--- src/rtl/wdog_rst_pkg.sv ---
package wdog_rst_pkg;

  typedef enum logic [1:0] {
    ST_RUN   = 2'd0,
    ST_DRIVE = 2'd1,
    ST_WAIT  = 2'd2,
    ST_HOLD  = 2'd3
  } seq_st_t;

  typedef enum logic [1:0] {
    SRC_POR  = 2'd0,
    SRC_WDOG = 2'd1,
    SRC_EXT  = 2'd2
  } rst_src_t;

  localparam logic SEL_RATE = 1'b0;
  localparam logic SEL_SVC  = 1'b1;

endpackage

--- src/rtl/wdog_pin_sync.sv ---
module wdog_pin_sync #(
  parameter int   STAGES = 2,
  parameter logic IDLE   = 1'b1
) (
  input  logic clk,
  input  logic rst,
  input  logic d,
  output logic q
);

  logic [STAGES-1:0] chain;

  always_ff @(posedge clk) begin
    if (rst) begin
      chain <= {STAGES{IDLE}};
    end else begin
      chain[0] <= d;
      for (int i = 1; i < STAGES; i++) begin
        chain[i] <= chain[i-1];
      end
    end
  end

  assign q = chain[STAGES-1];

endmodule

--- src/rtl/wdog_core.sv ---
module wdog_core
  import wdog_rst_pkg::*;
#(
  parameter int               DATA_W     = 8,
  parameter int               RATE_W     = 3,
  parameter int               BASE_SHIFT = 4,
  parameter logic [DATA_W-1:0] KEY_ARM   = 8'h55,
  parameter logic [DATA_W-1:0] KEY_FIRE  = 8'hAA
) (
  input  logic              clk,
  input  logic              rst,
  input  logic              clr,
  input  logic              wr_en,
  input  logic              wr_sel,
  input  logic [DATA_W-1:0] wr_data,
  output logic              trip
);

  localparam int CNT_W = BASE_SHIFT + (1 << RATE_W);

  logic [RATE_W-1:0] rate_q;
  logic              locked_q;
  logic              armed_q;
  logic [CNT_W-1:0]  cnt_q;

  logic             enabled;
  logic             wr_rate;
  logic             wr_svc;
  logic             key_arm_ok;
  logic             key_fire_ok;
  logic [CNT_W-1:0] cnt_last;

  always_comb begin
    enabled     = |rate_q;
    wr_rate     = wr_en && (wr_sel == SEL_RATE);
    wr_svc      = wr_en && (wr_sel == SEL_SVC);
    key_arm_ok  = (wr_data == KEY_ARM) && !armed_q;
    key_fire_ok = (wr_data == KEY_FIRE) && armed_q;
    cnt_last    = (CNT_W'(1) << (BASE_SHIFT + int'(rate_q))) - CNT_W'(1);
    trip        = enabled &&
                  ((cnt_q == cnt_last) || (wr_svc && !key_arm_ok && !key_fire_ok));
  end

  always_ff @(posedge clk) begin
    if (rst || clr) begin
      rate_q   <= '0;
      locked_q <= 1'b0;
      armed_q  <= 1'b0;
      cnt_q    <= '0;
    end else if (wr_rate && !locked_q) begin
      rate_q   <= wr_data[RATE_W-1:0];
      locked_q <= 1'b1;
      cnt_q    <= '0;
    end else if (enabled) begin
      if (wr_svc && key_fire_ok) begin
        armed_q <= 1'b0;
        cnt_q   <= '0;
      end else begin
        if (wr_svc && key_arm_ok) begin
          armed_q <= 1'b1;
        end
        cnt_q <= cnt_q + CNT_W'(1);
      end
    end
  end

endmodule

--- src/rtl/wdog_seq_fsm.sv ---
module wdog_seq_fsm
  import wdog_rst_pkg::*;
#(
  parameter int               DRIVE_CYC  = 128,
  parameter int               SAMPLE_CYC = 64,
  parameter int               VEC_W      = 16,
  parameter logic [VEC_W-1:0] VEC_WDOG   = 16'hFFFA,
  parameter logic [VEC_W-1:0] VEC_EXT    = 16'hFFFE
) (
  input  logic             clk,
  input  logic             rst,
  input  logic             pin_lvl,
  input  logic             trip,
  output logic             pin_drive_n,
  output logic             cpu_reset,
  output logic [VEC_W-1:0] vector,
  output logic [1:0]       src
);

  localparam int LONGEST = (DRIVE_CYC > SAMPLE_CYC) ? DRIVE_CYC : SAMPLE_CYC;
  localparam int TW      = (LONGEST > 1) ? $clog2(LONGEST) : 1;

  seq_st_t   st_q;
  rst_src_t  src_q;
  logic [TW-1:0] tcnt_q;

  always_ff @(posedge clk) begin
    if (rst) begin
      st_q        <= ST_RUN;
      tcnt_q      <= '0;
      pin_drive_n <= 1'b1;
      cpu_reset   <= 1'b0;
      vector      <= VEC_EXT;
      src_q       <= SRC_POR;
    end else begin
      unique case (st_q)
        ST_RUN: begin
          if (trip || !pin_lvl) begin
            st_q        <= ST_DRIVE;
            tcnt_q      <= '0;
            pin_drive_n <= 1'b0;
            cpu_reset   <= 1'b1;
          end
        end
        ST_DRIVE: begin
          if (tcnt_q == TW'(DRIVE_CYC - 1)) begin
            st_q        <= ST_WAIT;
            tcnt_q      <= '0;
            pin_drive_n <= 1'b1;
          end else begin
            tcnt_q <= tcnt_q + TW'(1);
          end
        end
        ST_WAIT: begin
          if (tcnt_q == TW'(SAMPLE_CYC - 1)) begin
            tcnt_q <= '0;
            if (pin_lvl) begin
              src_q     <= SRC_WDOG;
              vector    <= VEC_WDOG;
              cpu_reset <= 1'b0;
              st_q      <= ST_RUN;
            end else begin
              src_q  <= SRC_EXT;
              vector <= VEC_EXT;
              st_q   <= ST_HOLD;
            end
          end else begin
            tcnt_q <= tcnt_q + TW'(1);
          end
        end
        ST_HOLD: begin
          if (pin_lvl) begin
            st_q      <= ST_RUN;
            cpu_reset <= 1'b0;
          end
        end
        default: st_q <= ST_RUN;
      endcase
    end
  end

  assign src = src_q;

endmodule

--- src/rtl/wdog_reset_seq.sv ---
module wdog_reset_seq
  import wdog_rst_pkg::*;
#(
  parameter int               DATA_W      = 8,
  parameter int               RATE_W      = 3,
  parameter int               BASE_SHIFT  = 4,
  parameter int               DRIVE_CYC   = 128,
  parameter int               SAMPLE_CYC  = 64,
  parameter int               SYNC_STAGES = 2,
  parameter int               VEC_W       = 16,
  parameter logic [DATA_W-1:0] KEY_ARM    = 8'h55,
  parameter logic [DATA_W-1:0] KEY_FIRE   = 8'hAA,
  parameter logic [VEC_W-1:0] VEC_WDOG    = 16'hFFFA,
  parameter logic [VEC_W-1:0] VEC_EXT     = 16'hFFFE
) (
  input  logic              clk,
  input  logic              rst,
  input  logic              reg_wr,
  input  logic              reg_sel,
  input  logic [DATA_W-1:0] reg_wdata,
  input  logic              pin_in,
  output logic              pin_drive_n,
  output logic              pin_sync,
  output logic              cpu_reset,
  output logic [1:0]        rst_src,
  output logic [VEC_W-1:0]  reset_vector
);

  logic wr_ok;
  logic wd_trip;

  assign wr_ok = reg_wr && !cpu_reset;

  wdog_pin_sync #(
    .STAGES (SYNC_STAGES),
    .IDLE   (1'b1)
  ) i_sync (
    .clk (clk),
    .rst (rst),
    .d   (pin_in),
    .q   (pin_sync)
  );

  wdog_core #(
    .DATA_W     (DATA_W),
    .RATE_W     (RATE_W),
    .BASE_SHIFT (BASE_SHIFT),
    .KEY_ARM    (KEY_ARM),
    .KEY_FIRE   (KEY_FIRE)
  ) i_core (
    .clk     (clk),
    .rst     (rst),
    .clr     (cpu_reset),
    .wr_en   (wr_ok),
    .wr_sel  (reg_sel),
    .wr_data (reg_wdata),
    .trip    (wd_trip)
  );

  wdog_seq_fsm #(
    .DRIVE_CYC  (DRIVE_CYC),
    .SAMPLE_CYC (SAMPLE_CYC),
    .VEC_W      (VEC_W),
    .VEC_WDOG   (VEC_WDOG),
    .VEC_EXT    (VEC_EXT)
  ) i_fsm (
    .clk         (clk),
    .rst         (rst),
    .pin_lvl     (pin_sync),
    .trip        (wd_trip),
    .pin_drive_n (pin_drive_n),
    .cpu_reset   (cpu_reset),
    .vector      (reset_vector),
    .src         (rst_src)
  );

endmodule

--- config.mk ---
export PLATFORM = sky130hd
export DESIGN_NAME = wdog_reset_seq
export DESIGN_NICKNAME = d
export VERILOG_FILES = /design/src/rtl/wdog_rst_pkg.sv /design/src/rtl/wdog_pin_sync.sv /design/src/rtl/wdog_core.sv /design/src/rtl/wdog_seq_fsm.sv /design/src/rtl/wdog_reset_seq.sv
export SDC_FILE = /design/constraint.sdc
export NUM_CORES = 1
export LEC_CHECK = 0
export ABC_AREA = 0
export BUFFER_PORTS_ARGS = -buffer_cell sky130_fd_sc_hd__buf_2
export CAP_MARGIN = 20
export CORE_ASPECT_RATIO = 0.7
export CORE_MARGIN = 10
export CORE_UTILIZATION = 50
export DETAILED_ROUTE_END_ITERATION = 10
export HOLD_SLACK_MARGIN = 0.12
export PLACE_DENSITY = 0.72
export SYNTH_ARGS = -nofsm -noshare
export SYNTH_HDL_FRONTEND = slang
export SYNTH_HIERARCHICAL = 1
export SYNTH_SLANG_ARGS = --single-unit
export TNS_END_PERCENT = 100
--- constraint.sdc ---
create_clock -name clk -period 3.55 [get_ports clk]
set_input_delay 0.355 -clock clk [delete_from_list [all_inputs] [get_ports clk]]
set_output_delay 0.355 -clock clk [all_outputs]
set_load 0.01 [all_outputs]
==> Implementation_results.wiki, run 1 <==
{| class="wikitable"
! Metric !! Value
|-
| Synth unique cells || 58
|-
| Violation count after the first detailed-route iteration || around 160
|-
| Share of flip-flops with an asynchronous set or reset || 0
|-
| Maximum operating frequency || between 300 and 400 MHz
|-
| IO buf count || 18
|-
| Area taken by multi-input logic gates || between 1000 and 1500 um^2
|-
| Detailed-route DRC error count || 0
|-
| Combinational fraction of design power || 0.300
|-
| Max_slew headroom || 0.6354
|-
| Horizontal extent of the die || between 90 and 100 um
|-
| Final Critical Period || between 2000 and 3000 ps
|-
| Clock buffer count from CTS || 5
|-
| Number of fill cells || ~360
|-
| Combined global-route utilization of all metal layers || 0.1214
|-
| Die Ht || around 74 um
|-
| Critical path fanouts, max || 12
|-
| Worst-skew pair later-pin latency || 280 ps
|-
| Max VDD drop || approximately 290 uV
|-
| WL final || around 4300 um
|-
| CTS tree || done
|-
| Final weighted congestion in routability-driven placement || 0.8678
|-
| Switching share of power || 0.3609
|-
| Placeable core region || approximately 4000 um^2
|-
| Final worst hold slack || about 250 ps
|-
| Dominant cell type by area after synthesis || sky130_fd_sc_hd__dfxtp_1
|-
| Register share of total power || 0.389
|-
| Startpoint of the lowest-slack register-to-register path || i_core/rate_q[2]
|-
| Max clock buf depth || 2
|-
| Kind of start point of the critical path || flip-flop
|-
| EDFF count, synth || 0
|-
| Yosys Warn Count || 6
|-
| Fin crit share || 0.7276
|-
| Skew final || approximately 6.9 ps
|-
| Proportion of layout cells with a drive suffix above 1 || 0.1758
|-
| CTS resizes || 0
|-
| Number of cells produced by synthesis || ~240
|-
| Top post-synthesis cells by count || 33 x sky130_fd_sc_hd__dfxtp_1, 16 x sky130_fd_sc_hd__a21oi_1, 15 x sky130_fd_sc_hd__buf_4
|-
| Final Net Count || 276
|-
| Initial core utilization || 0.5263
|-
| Required arrival time at the worst endpoint || 3760 ps
|-
| Syn Std Cell Area || between 2000 and 2500 um^2
|-
| First-pass GRT wire length || approximately 7500 um
|-
| Post-CTS clock slew at the launch and capture registers of the worst setup and hold paths || 70 ps
|-
| Startpoint of the worst hold path || pin_in
|-
| Result of the run || completed
|-
| Drt pass-1 iters || 4
|-
| Met2 layer wire length in the routed design || about 1500 um
|-
| Post-route ant nets || 0
|-
| CTS sink count || 33
|-
| Share of Yosys cell area claimed by the top area cell type || 0.3162
|-
| Final hold violation count || 0
|-
| Leakage power || approximately 0.84 nW
|-
| Proportion of power drawn by the clock network || 0.311
|-
| DR top layer || met4
|-
| Setup bufs post-CTS || 0
|-
| Setup repair after global routing missed its margin || false
|-
| Arrival time at the worst endpoint || 2800 ps
|-
| Commonest register cell after synthesis || sky130_fd_sc_hd__dfxtp_1
|-
| Per-cell via count in the routed design || between 5 and 6
|-
| Dominant cells by area after synthesis || sky130_fd_sc_hd__dfxtp_1 32%, sky130_fd_sc_hd__buf_4 5.4%, sky130_fd_sc_hd__ha_1 4.8%, sky130_fd_sc_hd__nand4_1 3.9%, sky130_fd_sc_hd__a21oi_1 3.8%
|-
| Area taken by flip-flops and latches || 660.6 um^2
|-
| Met3 wire len || between 300 and 400 um
|-
| Length of routed wiring on met1 || 2383 um
|-
| Final setup violation count || 0
|-
| Leading cell type by number of instances after synthesis || sky130_fd_sc_hd__dfxtp_1
|-
| Setup TNS || 0 ps
|-
| Area Overhead vs Synth || 6.647%
|-
| Share of synthesized area occupied by flip-flops and latches || 0.3162
|-
| Total power divided by cell area || roughly 510 nW/um^2
|-
| Transition at the pin with the smallest max-transition slack || between 500 and 600 ps
|-
| Count of hold-fix buffers inserted at cts || 0
|-
| Initial antenna violation count || 0
|-
| Crit end category || flip-flop
|-
| H-tree levels || 2
|-
| Type of the worst setup path || reg -> reg
|-
| Psw || ~0.41 mW
|-
| Vias in the first global route || between 1500 and 2000
|-
| Flops & latches, synth || 33
|-
| Total congestion overflow || 0
|-
| Pint || approximately 0.73 mW
|-
| Max-capacitance violation count || 0
|-
| Diodes inserted || 0
|-
| Total via count after detailed routing || between 1500 and 2000
|-
| Wire length per cell || ~14 um
|-
| Final number of max-transition violations || 0
|-
| Path category of the worst min-delay check || in -> reg
|-
| CTS root buf || sky130_fd_sc_hd__clkbuf_8
|-
| Critical Path Start || i_core/rate_q[2]
|-
| Top-level I/O count || 34
|-
| Average cell area after synthesis || just under 9 um^2
|-
| Standard-cell rows || 19
|-
| Area of the die || between 7000 and 8000 um^2
|-
| Maximum number of pins on one net before global-route repair || 24
|-
| Detailed Place HPWL || between 3000 and 4000 um
|}
-- worst paths after layout --
path	depth (start not counted)	end	slack, ps
setup / recovery	8	i_fsm/tcnt_q[3]	970
hold / removal	2	i_sync/chain[0]	250
setup reg to reg	8	i_fsm/tcnt_q[3]	970
hold reg to reg	1	i_sync/chain[1]	410
-- stage by stage --
step / cells / power [mW] / utilization / setup slack [ps] / instance area, um^2
after floorplan: 254 / 0.7479 / - / 1425 / 2138
after global placement: 300 / 0.7920 / 0.5323 / 1094 / 2113
after detailed placement: 300 / 0.7911 / 0.5323 / 1020 / 2113
after CTS: 308 / 1.149 / 0.5613 / 1004 / 2228
after global routing: 308 / 1.222 / 0.5613 / 694.0 / 2228
final: 308 / 1.145 / 0.5613 / 967.1 / 2228
-- per-layer routing --
| metal | up-vias | GRT usage |
|---|---|---|
| li1 | 867 | - |
| met1 | 789 | 0.1869 |
| met2 | 65 | 0.1524 |
| met3 | 2 | 0.03700 |
| met4 | 0 | 0.03376 |
| met5 | - | 0 |
-- cell families after synthesis --
| logic type | count (synthesis) | share of synthesized area |
|---|---|---|
| compound gates | 48 | 0.1593 |
| xor+xnor | 12 | 0.05030 |
| fa+ha+maj | 8 | 0.04791 |
| buf+inv | 31 | 0.09880 |
| flops | 33 | 0.3162 |
| mux | 4 | 0.01916 |
| other cells | 2 | 0.003594 |
| simple gates | 103 | 0.3048 |
-- area by class of cell --
cell class | instances | share of cell area
Clock buffer | 5 | 0.03088
Clock inverter | 3 | 0.02077
Inverter | 7 | 0.01179
Multi-Input combinational cell | 190 | 0.5705
Sequential cell | 33 | 0.2965
Tap cell | 52 | 0.02920
Timing Repair Buffer | 18 | 0.04043
-- power by group through the flow --
stage | logic, mW | registers (mW) | clock network [mW]
floorplan | 0.305 | 0.443 | 0
global placement | 0.340 | 0.452 | 0
detailed placement | 0.337 | 0.454 | 0
CTS | 0.339 | 0.445 | 0.365
global route | 0.386 | 0.453 | 0.384
finish | 0.344 | 0.445 | 0.356
-- placed cells by master (no fill, tap or decap), types with 7 or more instances in the layout --
master and instances:
sky130_fd_sc_hd__a31oi_1 7, sky130_fd_sc_hd__dfxtp_1 33, sky130_fd_sc_hd__nand3_1 10, sky130_fd_sc_hd__ha_1 8, sky130_fd_sc_hd__nor2_2 9, sky130_fd_sc_hd__nand2_1 13, sky130_fd_sc_hd__conb_1 15, sky130_fd_sc_hd__nand4_1 13
sky130_fd_sc_hd__nor2_1 12, sky130_fd_sc_hd__a21oi_1 16, sky130_fd_sc_hd__nor3_1 8, sky130_fd_sc_hd__xor2_1 8, sky130_fd_sc_hd__buf_2 18, sky130_fd_sc_hd__inv_1 7
-- worst max-delay path, stage by stage, from the launching register on --
cell and delay [ps]:
sky130_fd_sc_hd__dfxtp_1 560, sky130_fd_sc_hd__o311a_1 400, sky130_fd_sc_hd__and4b_1 230, sky130_fd_sc_hd__o21ai_1 60
sky130_fd_sc_hd__o31ai_1 290, sky130_fd_sc_hd__and3b_1 250, sky130_fd_sc_hd__nor2_1 380, sky130_fd_sc_hd__nand4_1 160
sky130_fd_sc_hd__a31oi_1 180
-- sequential cells by signal, summed over array words and instances (netlist names) --
name,count
i_core/cnt_q,12
i_fsm/tcnt_q,7
i_core/rate_q,3
i_fsm/src,2
i_fsm/st_q,2
i_sync/chain,2
i_core/armed_q,1
i_core/locked_q,1
i_fsm/cpu_reset,1
i_fsm/pin_drive_n,1
i_fsm/vector,1
Note: power is estimated with default switching activity, not from simulation.
==> run 2, diff against run 1 <==
--- a/config.mk
+++ b/config.mk
@@ -5,7 +5,7 @@
 export SDC_FILE = /design/constraint.sdc
 export NUM_CORES = 1
 export LEC_CHECK = 0
-export ABC_AREA = 0
+export ABC_AREA = 1
 export BUFFER_PORTS_ARGS = -buffer_cell sky130_fd_sc_hd__buf_2
 export CAP_MARGIN = 20
 export CORE_ASPECT_RATIO = 0.7
@@ -13,7 +13,7 @@
 export CORE_UTILIZATION = 50
 export DETAILED_ROUTE_END_ITERATION = 10
 export HOLD_SLACK_MARGIN = 0.12
-export PLACE_DENSITY = 0.72
+export PLACE_DENSITY = 0.74
 export SYNTH_ARGS = -nofsm -noshare
 export SYNTH_HDL_FRONTEND = slang
 export SYNTH_HIERARCHICAL = 1
==> constraint.sdc (replaced) <==
create_clock -name clk -period 2.1 [get_ports clk]
set_input_delay 0.21 -clock clk [delete_from_list [all_inputs] [get_ports clk]]
set_output_delay 0.21 -clock clk [all_outputs]
set_load 0.01 [all_outputs]
==> run 2 against run 1 <==
Sequential cell count did not move. Largest power group unchanged. Setup slack got worse by 720 ps. Largest cell class unchanged. Hold slack got worse by 34 ps. Total power rose by 66%. Register-to-register slack got worse by 720 ps. Sequential power rose by 68%.
==> Implementation_results.wiki, run 2 <==
{| class="wikitable"
! Metric !! Value
|-
| Top post-synthesis cells by count || 68 x sky130_fd_sc_hd__nand2_1, 38 x sky130_fd_sc_hd__inv_1, 33 x sky130_fd_sc_hd__dfxtp_1
|-
| Number of fill cells || 427
|-
| Fin crit share || 0.8811
|-
| Hold path depth || 2
|-
| Critical path fanouts, max || 9
|-
| Synth unique cells || 37
|-
| Post-route ant nets || 0
|-
| Path length in cells of the critical path || 12
|-
| Share of Yosys cell area claimed by the top area cell type || 0.2986
|-
| Inst Count DP || 386
|-
| Final number of max-transition violations || 0
|-
| Post-route cell area || around 2400 um^2
|-
| Placeable core region || approximately 4300 um^2
|-
| CTS tree || done
|-
| Worst setup slack after placement || between 200 and 300 ps
|-
| Final weighted congestion in routability-driven placement || ~0.94
|-
| Max-capacitance violation count || 0
|-
| Cell with the largest stage delay on the worst path || sky130_fd_sc_hd__dfxtp_1
|-
| Crit end category || flip-flop
|-
| Skew final || about 11 ps
|-
| Clock buffer count from CTS || 5
|-
| Detailed-route DRC error count || 0
|-
| Total via count after detailed routing || around 1900
|-
| Number of cells produced by synthesis || 316
|-
| CTS sink count || 33
|-
| Largest registers ranked by flip-flop count || i_core/cnt_q (12), i_fsm/tcnt_q (7), i_core/rate_q (3)
|-
| Arrival time at the worst endpoint || 2010 ps
|-
| Wire length per cell || approximately 12 um
|-
| Dominant cell type by area after synthesis || sky130_fd_sc_hd__dfxtp_1
|-
| Vias in the first global route || 1710
|-
| Max VDD drop || around 470 uV
|-
| Crit-path max cell delay || between 300 and 400 ps
|-
| Worst-skew pair later-pin latency || approximately 280 ps
|-
| Commonest non-fill, non-tap cell in the layout || sky130_fd_sc_hd__nand2_1
|-
| Syn Std Cell Area || roughly 2200 um^2
|-
| Logic depth of the worst register-to-register path || 12
|-
| Per-cell via count in the routed design || approximately 4.8
|-
| Setup repair after global routing missed its margin || false
|-
| CTS root buf || sky130_fd_sc_hd__clkbuf_8
|-
| Reg-to-reg slack, setup || approximately 250 ps
|-
| Most flops, register || i_core/cnt_q
|-
| Proportion of layout cells with a drive suffix above 1 || 0.2088
|-
| Buffers & Inverters on Critical Path || 1
|-
| Share of flip-flops with an asynchronous set or reset || 0
|-
| First-pass GRT wire length || 7962 um
|-
| Kind of start point of the critical path || flip-flop
|-
| H-tree levels || 2
|-
| Commonest register cell after synthesis || sky130_fd_sc_hd__dfxtp_1
|-
| Critical path's top delay family || simple AND/OR/NAND/NOR gates
|-
| Leading cell type by number of instances after synthesis || sky130_fd_sc_hd__nand2_1
|-
| Post-layout utilization of the core || 0.5547
|-
| Yosys Warn Count || 6
|-
| Critical Path Start || i_core/rate_q[1]
|-
| Area Overhead vs Synth || 7.919%
|-
| Total power divided by cell area || between 700 and 800 nW/um^2
|-
| Final Power || roughly 1.9 mW
|-
| EDFF count, synth || 0
|-
| Average cell area after synthesis || around 7.0 um^2
|-
| Type of the worst setup path || reg -> reg
|-
| Area of the die || 7527 um^2
|-
| Initial antenna violation count || 0
|-
| Die Ht || around 76 um
|-
| Dominant cells by area after synthesis || sky130_fd_sc_hd__dfxtp_1 30%, sky130_fd_sc_hd__nand2_1 12%, sky130_fd_sc_hd__nand3_1 6.6%, sky130_fd_sc_hd__inv_1 6.4%, sky130_fd_sc_hd__nor2_1 5.3%
|-
| WL final || roughly 4600 um
|-
| Leakage power || 1.088 nW
|-
| Top-level I/O count || 34
|-
| Startpoint of the lowest-slack register-to-register path || i_core/rate_q[1]
|-
| Setup bufs post-CTS || 0
|-
| Result of the run || completed
|-
| End of the critical path || i_fsm/tcnt_q[3]
|-
| Final hold violation count || 0
|-
| Combined global-route utilization of all metal layers || 0.1265
|-
| Share of synthesized area occupied by flip-flops and latches || 0.2986
|-
| IO buf count || 18
|-
| Flops & latches, synth || 33
|-
| Horizontal extent of the die || approximately 100 um
|-
| Worst setup slack after layout || between 200 and 250 ps
|-
| Maximum operating frequency || between 500 and 600 MHz
|-
| Post-CTS clock slew at the launch and capture registers of the worst setup and hold paths || around 60 ps
|-
| Final worst hold slack || between 200 and 250 ps
|-
| Flip-flop count of the largest register after layout || 12
|-
| Setup TNS || 0 ps
|-
| Max clock buf depth || 2
|-
| Critical path cell sequence || nor2_2, nand2_4, o21ai_0, nor2_1, nand3_1, nand2_1, nor2_2, nor2_4, inv_2, o21ai_0, nand3_1, nor2_1
|-
| Leading cell types in the layout, fill and taps excluded || 68 x sky130_fd_sc_hd__nand2_1, 38 x sky130_fd_sc_hd__inv_1, 32 x sky130_fd_sc_hd__dfxtp_1
|-
| Diodes inserted || 0
|-
| Final setup violation count || 0
|-
| Violation count after the first detailed-route iteration || 161
|-
| Maximum number of pins on one net before global-route repair || 10
|-
| Final Critical Period || around 1900 ps
|-
| Worst flop-to-flop path endpoint || i_fsm/tcnt_q[3]
|-
| Placed Area || around 2300 um^2
|-
| Standard-cell rows || 20
|-
| Path category of the worst min-delay check || in -> reg
|-
| Final cell count without fillers || between 300 and 400
|-
| Required arrival time at the worst endpoint || ~2300 ps
|-
| Drt pass-1 iters || 5
|-
| Detailed Place HPWL || approximately 3600 um
|-
| Final Net Count || 360
|-
| Initial core utilization || 0.5140
|-
| Total congestion overflow || 0
|}
-- run 2: per-layer routing --
layer | global-route usage | part of all wire | up-vias
li1 | - | - | 1016
met1 | 0.1813 | 0.51 | 840
met2 | 0.1794 | 0.41 | 50
met3 | 0.04076 | 0.077 | 2
met4 | 0.02377 | 0.0026 | 0
met5 | 0 | 0 | -
-- run 2: timing repair --
item	CTS	global route
gates resized for setup	0	1
hold buffers	1	0
hold endpoints to repair	1	0
setup endpoints to repair	0	2
-- run 2: cells by family (layout without fill, tap and decap cells) --
kind of cell,after synthesis,in the layout,synth area share
DFF,33,33,0.2986
xor gates and xnor gates,5,5,0.02319
and+or+nand+nor,173,173,0.4027
AOI/OAI and AO/OA,33,33,0.08994
buffers and inverters,61,72,0.1324
muxes,1,1,0.004525
adders and majority gates,8,8,0.04525
other,2,15,0.003395
-- run 2: how the worst min path moves through the flow --
stage           start               to  slack (ps)
6_report          rst     i_fsm/src[1]         210
3_5_place_dp   pin_in  i_sync/chain[0]         390
5_1_grt           rst  i_fsm/tcnt_q[1]         210
4_1_cts           rst     i_fsm/src[1]         200
3_3_place_gp   pin_in  i_sync/chain[0]         380
2_1_floorplan     rst     i_fsm/src[1]         280
-- run 2: cell type report --
class / instances / area [um^2] / share of cell area
clock buffers: 8 / 80.08 / 0.03354
inverters: 45 / 168.9 / 0.07075
multi-input cells: 235 / 1308 / 0.5477
flip-flops and latches: 33 / 661.9 / 0.2773
well taps: 55 / 68.82 / 0.02883
repair buffers: 19 / 100.1 / 0.04193
-- run 2: power by group --
part           switching (mW)  total, mW  internal, mW
clock network           0.215      0.450         0.235
logic                   0.471      0.700         0.229
registers              0.0642      0.747         0.683
total                   0.750       1.90          1.15
-- run 2: worst register-to-register path, cell delays in order, from the launching register on --
cell,delay (ps)
sky130_fd_sc_hd__dfxtp_1,370
sky130_fd_sc_hd__nor2_2,190
sky130_fd_sc_hd__nand2_4,140
sky130_fd_sc_hd__o21ai_0,200
sky130_fd_sc_hd__nor2_1,70
sky130_fd_sc_hd__nand3_1,70
sky130_fd_sc_hd__nand2_1,60
sky130_fd_sc_hd__nor2_2,220
sky130_fd_sc_hd__nor2_4,100
sky130_fd_sc_hd__inv_2,130
sky130_fd_sc_hd__o21ai_0,90
sky130_fd_sc_hd__nand3_1,70
sky130_fd_sc_hd__nor2_1,50
==> run 3, diff against run 2 <==
--- a/config.mk
+++ b/config.mk
@@ -12,8 +12,9 @@
 export CORE_MARGIN = 10
 export CORE_UTILIZATION = 50
 export DETAILED_ROUTE_END_ITERATION = 10
+export GPL_ROUTABILITY_DRIVEN = 0
 export HOLD_SLACK_MARGIN = 0.12
-export PLACE_DENSITY = 0.74
+export PLACE_DENSITY = 0.72
 export SYNTH_ARGS = -nofsm -noshare
 export SYNTH_HDL_FRONTEND = slang
 export SYNTH_HIERARCHICAL = 1
==> constraint.sdc (replaced) <==
create_clock -name clk -period 2.17 [get_ports clk]
set_input_delay 0.217 -clock clk [delete_from_list [all_inputs] [get_ports clk]]
set_output_delay 0.217 -clock clk [all_outputs]
set_load 0.01 [all_outputs]
==> run 3 against run 2 <==
First-iteration DRC count fell by 17%. Global-route usage fell by 0.20 points. Highest routed layer unchanged. Routed wire length fell by 1.5%. Sequential cell count did not move. Clock power rose by 12%. Fmax rose by 0.29%. Combinational power fell by 3.3%. Critical path depth did not move. Largest power group unchanged.
==> Implementation_results.wiki, run 3 (synthesized netlist as in run 2, its figures left out) <==
{| class="wikitable"
! Metric !! Value
|-
| Commonest non-fill, non-tap cell in the layout || sky130_fd_sc_hd__nand2_1
|-
| Critical path fanouts, max || 8
|-
| Total congestion overflow || 0
|-
| Post-layout utilization of the core || 0.5593
|-
| Max-capacitance violation count || 0
|-
| Maximum number of pins on one net before global-route repair || 11
|-
| Proportion of power drawn by the clock network || 0.265
|-
| Startpoint of the worst hold path || rst
|-
| Combined global-route utilization of all metal layers || 0.1246
|-
| Worst hold endpoint || i_fsm/st_q[1]
|-
| Flip-flop count of the largest register after layout || 12
|-
| Kind of start point of the critical path || flip-flop
|-
| CTS root buf || sky130_fd_sc_hd__clkbuf_8
|-
| Area of the die || 7527 um^2
|-
| Buffers & Inverters on Critical Path || 1
|-
| Fin crit share || 0.8502
|-
| Violation count after the first detailed-route iteration || roughly 130
|-
| Max VDD drop || 591.9 uV
|-
| Final setup violation count || 0
|-
| CTS tree || done
|-
| Detailed Place HPWL || approximately 3600 um
|-
| Total power divided by cell area || just under 800 nW/um^2
|-
| Horizontal extent of the die || 99.50 um
|-
| Post-route cell area || 2407 um^2
|-
| Placeable core region || 4304 um^2
|-
| Leading cell types in the layout, fill and taps excluded || 68 x sky130_fd_sc_hd__nand2_1, 38 x sky130_fd_sc_hd__inv_1, 33 x sky130_fd_sc_hd__dfxtp_1
|-
| Critical path cell sequence || nand2_1, nand2_1, xor2_1, nor2_1, nand3_1, nand2_1, nor2_2, nor2_4, inv_2, o21ai_0, nand3_1, nor2_1
|-
| IO buf count || 18
|-
| Type of the worst setup path || reg -> reg
|-
| Worst-skew pair later-pin latency || 280 ps
|-
| Pint || ~1.2 mW
|-
| Required arrival time at the worst endpoint || roughly 2300 ps
|-
| Clock buffer count from CTS || 5
|-
| Final Critical Period || 1845 ps
|-
| Number of fill cells || a little over 400
|-
| Setup bufs post-CTS || 0
|-
| Post-CTS clock slew at the launch and capture registers of the worst setup and hold paths || approximately 70 ps
|-
| Drt pass-1 iters || 4
|-
| Worst flop-to-flop path endpoint || i_fsm/tcnt_q[3]
|-
| Critical Path Start || i_core/rate_q[2]
|-
| Proportion of layout cells with a drive suffix above 1 || 0.2147
|-
| Final Power || about 1.9 mW
|-
| Detailed-route DRC error count || 0
|-
| Area Overhead vs Synth || 8.824%
|-
| CP dominant cell by count || sky130_fd_sc_hd__nand2_1
|-
| Register share of total power || 0.379
|-
| Arrival time at the worst endpoint || about 2000 ps
|-
| Post-route ant nets || 0
|-
| Result of the run || completed
|-
| Final Net Count || between 300 and 400
|-
| Wire length per cell || about 11 um
|-
| Max clock buf depth || 2
|-
| Top-level I/O count || 34
|-
| Diodes inserted || 0
|-
| Initial antenna violation count || 0
|-
| Initial core utilization || 0.5140
|-
| Combinational fraction of design power || 0.356
|-
| Cell with the largest stage delay on the worst path || sky130_fd_sc_hd__dfxtp_1
|-
| Final number of max-transition violations || 0
|-
| Die Ht || between 70 and 80 um
|-
| Setup repair after global routing missed its margin || false
|-
| Crit end category || flip-flop
|-
| WL final || ~4500 um
|-
| Leakage power || between 1 and 1.5 nW
|-
| Logic depth of the worst register-to-register path || 12
|-
| Vias in the first global route || 1774
|-
| H-tree levels || 2
|-
| Critical path's top delay family || simple AND/OR/NAND/NOR gates
|-
| Per-cell via count in the routed design || roughly 4.8
|-
| Path length in cells of the critical path || 12
|-
| Largest registers ranked by flip-flop count || i_core/cnt_q (12), i_fsm/tcnt_q (7), i_core/rate_q (3)
|-
| Crit-path max cell delay || 470 ps
|-
| Psw || approximately 0.74 mW
|-
| Hold path depth || 2
|-
| Final hold violation count || 0
|-
| Total via count after detailed routing || 1889
|-
| Maximum operating frequency || between 500 and 600 MHz
|-
| Switching share of power || 0.3872
|-
| Placed Area || 2296 um^2
|-
| Reg-to-reg slack, setup || 330 ps
|-
| First-pass GRT wire length || about 8000 um
|-
| Path category of the worst min-delay check || in -> reg
|-
| Startpoint of the lowest-slack register-to-register path || i_core/rate_q[2]
|-
| Most flops, register || i_core/cnt_q
|-
| CTS sink count || 33
|-
| Setup TNS || 0 ps
|-
| Skew final || between 9 and 10 ps
|-
| Standard-cell rows || 20
|}
## run 3: cell types whose count changed in the layout (fill, tap and decap cells not counted)
cell	previous run	this run
sky130_fd_sc_hd__dfxtp_1	32	33
sky130_fd_sc_hd__clkbuf_8	5	7
sky130_fd_sc_hd__clkinv_2	0	1
sky130_fd_sc_hd__clkbuf_1	3	0
sky130_fd_sc_hd__dfxtp_2	1	0
## run 3: through the flow
stage | hold slack (ps) | setup slack, ps | instances
finish | 217.1 | 325.0 | 395
global route | 221.0 | 46.04 | 395
CTS | 201.6 | 332.6 | 395
detailed placement | 391.0 | 355.4 | 386
global placement | 386.6 | 416.4 | 386
floorplan | 286.1 | 534.1 | 329
## run 3: cell type report
| cell class | instances | area, um^2 | area share |
|---|---|---|---|
| sequential | 33 | 660.6 | 0.2744 |
| clock buffer | 7 | 96.34 | 0.04002 |
| timing repair buffer | 19 | 100.1 | 0.04158 |
| tap | 55 | 68.82 | 0.02859 |
| clock inverter | 1 | 5.005 | 0.002079 |
| inverter | 45 | 168.9 | 0.07017 |
| multi-input combinational | 235 | 1308 | 0.5431 |
## run 3: worst max-delay path by stage
stage / end / slack [ps]
2_1_floorplan: i_fsm/tcnt_q[3] / 530
3_3_place_gp: i_fsm/tcnt_q[3] / 420
3_5_place_dp: i_fsm/tcnt_q[3] / 360
4_1_cts: i_fsm/tcnt_q[3] / 330
5_1_grt: i_fsm/tcnt_q[3] / 50
6_report: i_fsm/tcnt_q[3] / 330
## run 3: power groups by stage
| stage | Sequential [mW] | Combinational [mW] | Clock, mW |
|---|---|---|---|
| final | 0.723 | 0.677 | 0.505 |
| after global placement | 0.736 | 0.663 | 0 |
| after detailed placement | 0.735 | 0.672 | 0 |
| after global routing | 0.735 | 0.764 | 0.549 |
| after CTS | 0.723 | 0.676 | 0.526 |
| after floorplan | 0.727 | 0.563 | 0 |
## run 3: metal layers
| layer | GRT usage | share of wire | vias to the layer above |
|---|---|---|---|
| met5 | 0 | 0 | - |
| met4 | 0.03962 | 0.0042 | 0 |
| met3 | 0.03714 | 0.058 | 2 |
| met2 | 0.1722 | 0.40 | 42 |
| met1 | 0.1780 | 0.54 | 834 |
| li1 | - | - | 1011 |
## run 3: timing repair
| item | CTS | global route |
|---|---|---|
| hold buffers | 1 | 0 |
| endpoints found under the hold margin | 1 | 0 |
| gates resized for setup | 0 | 0 |
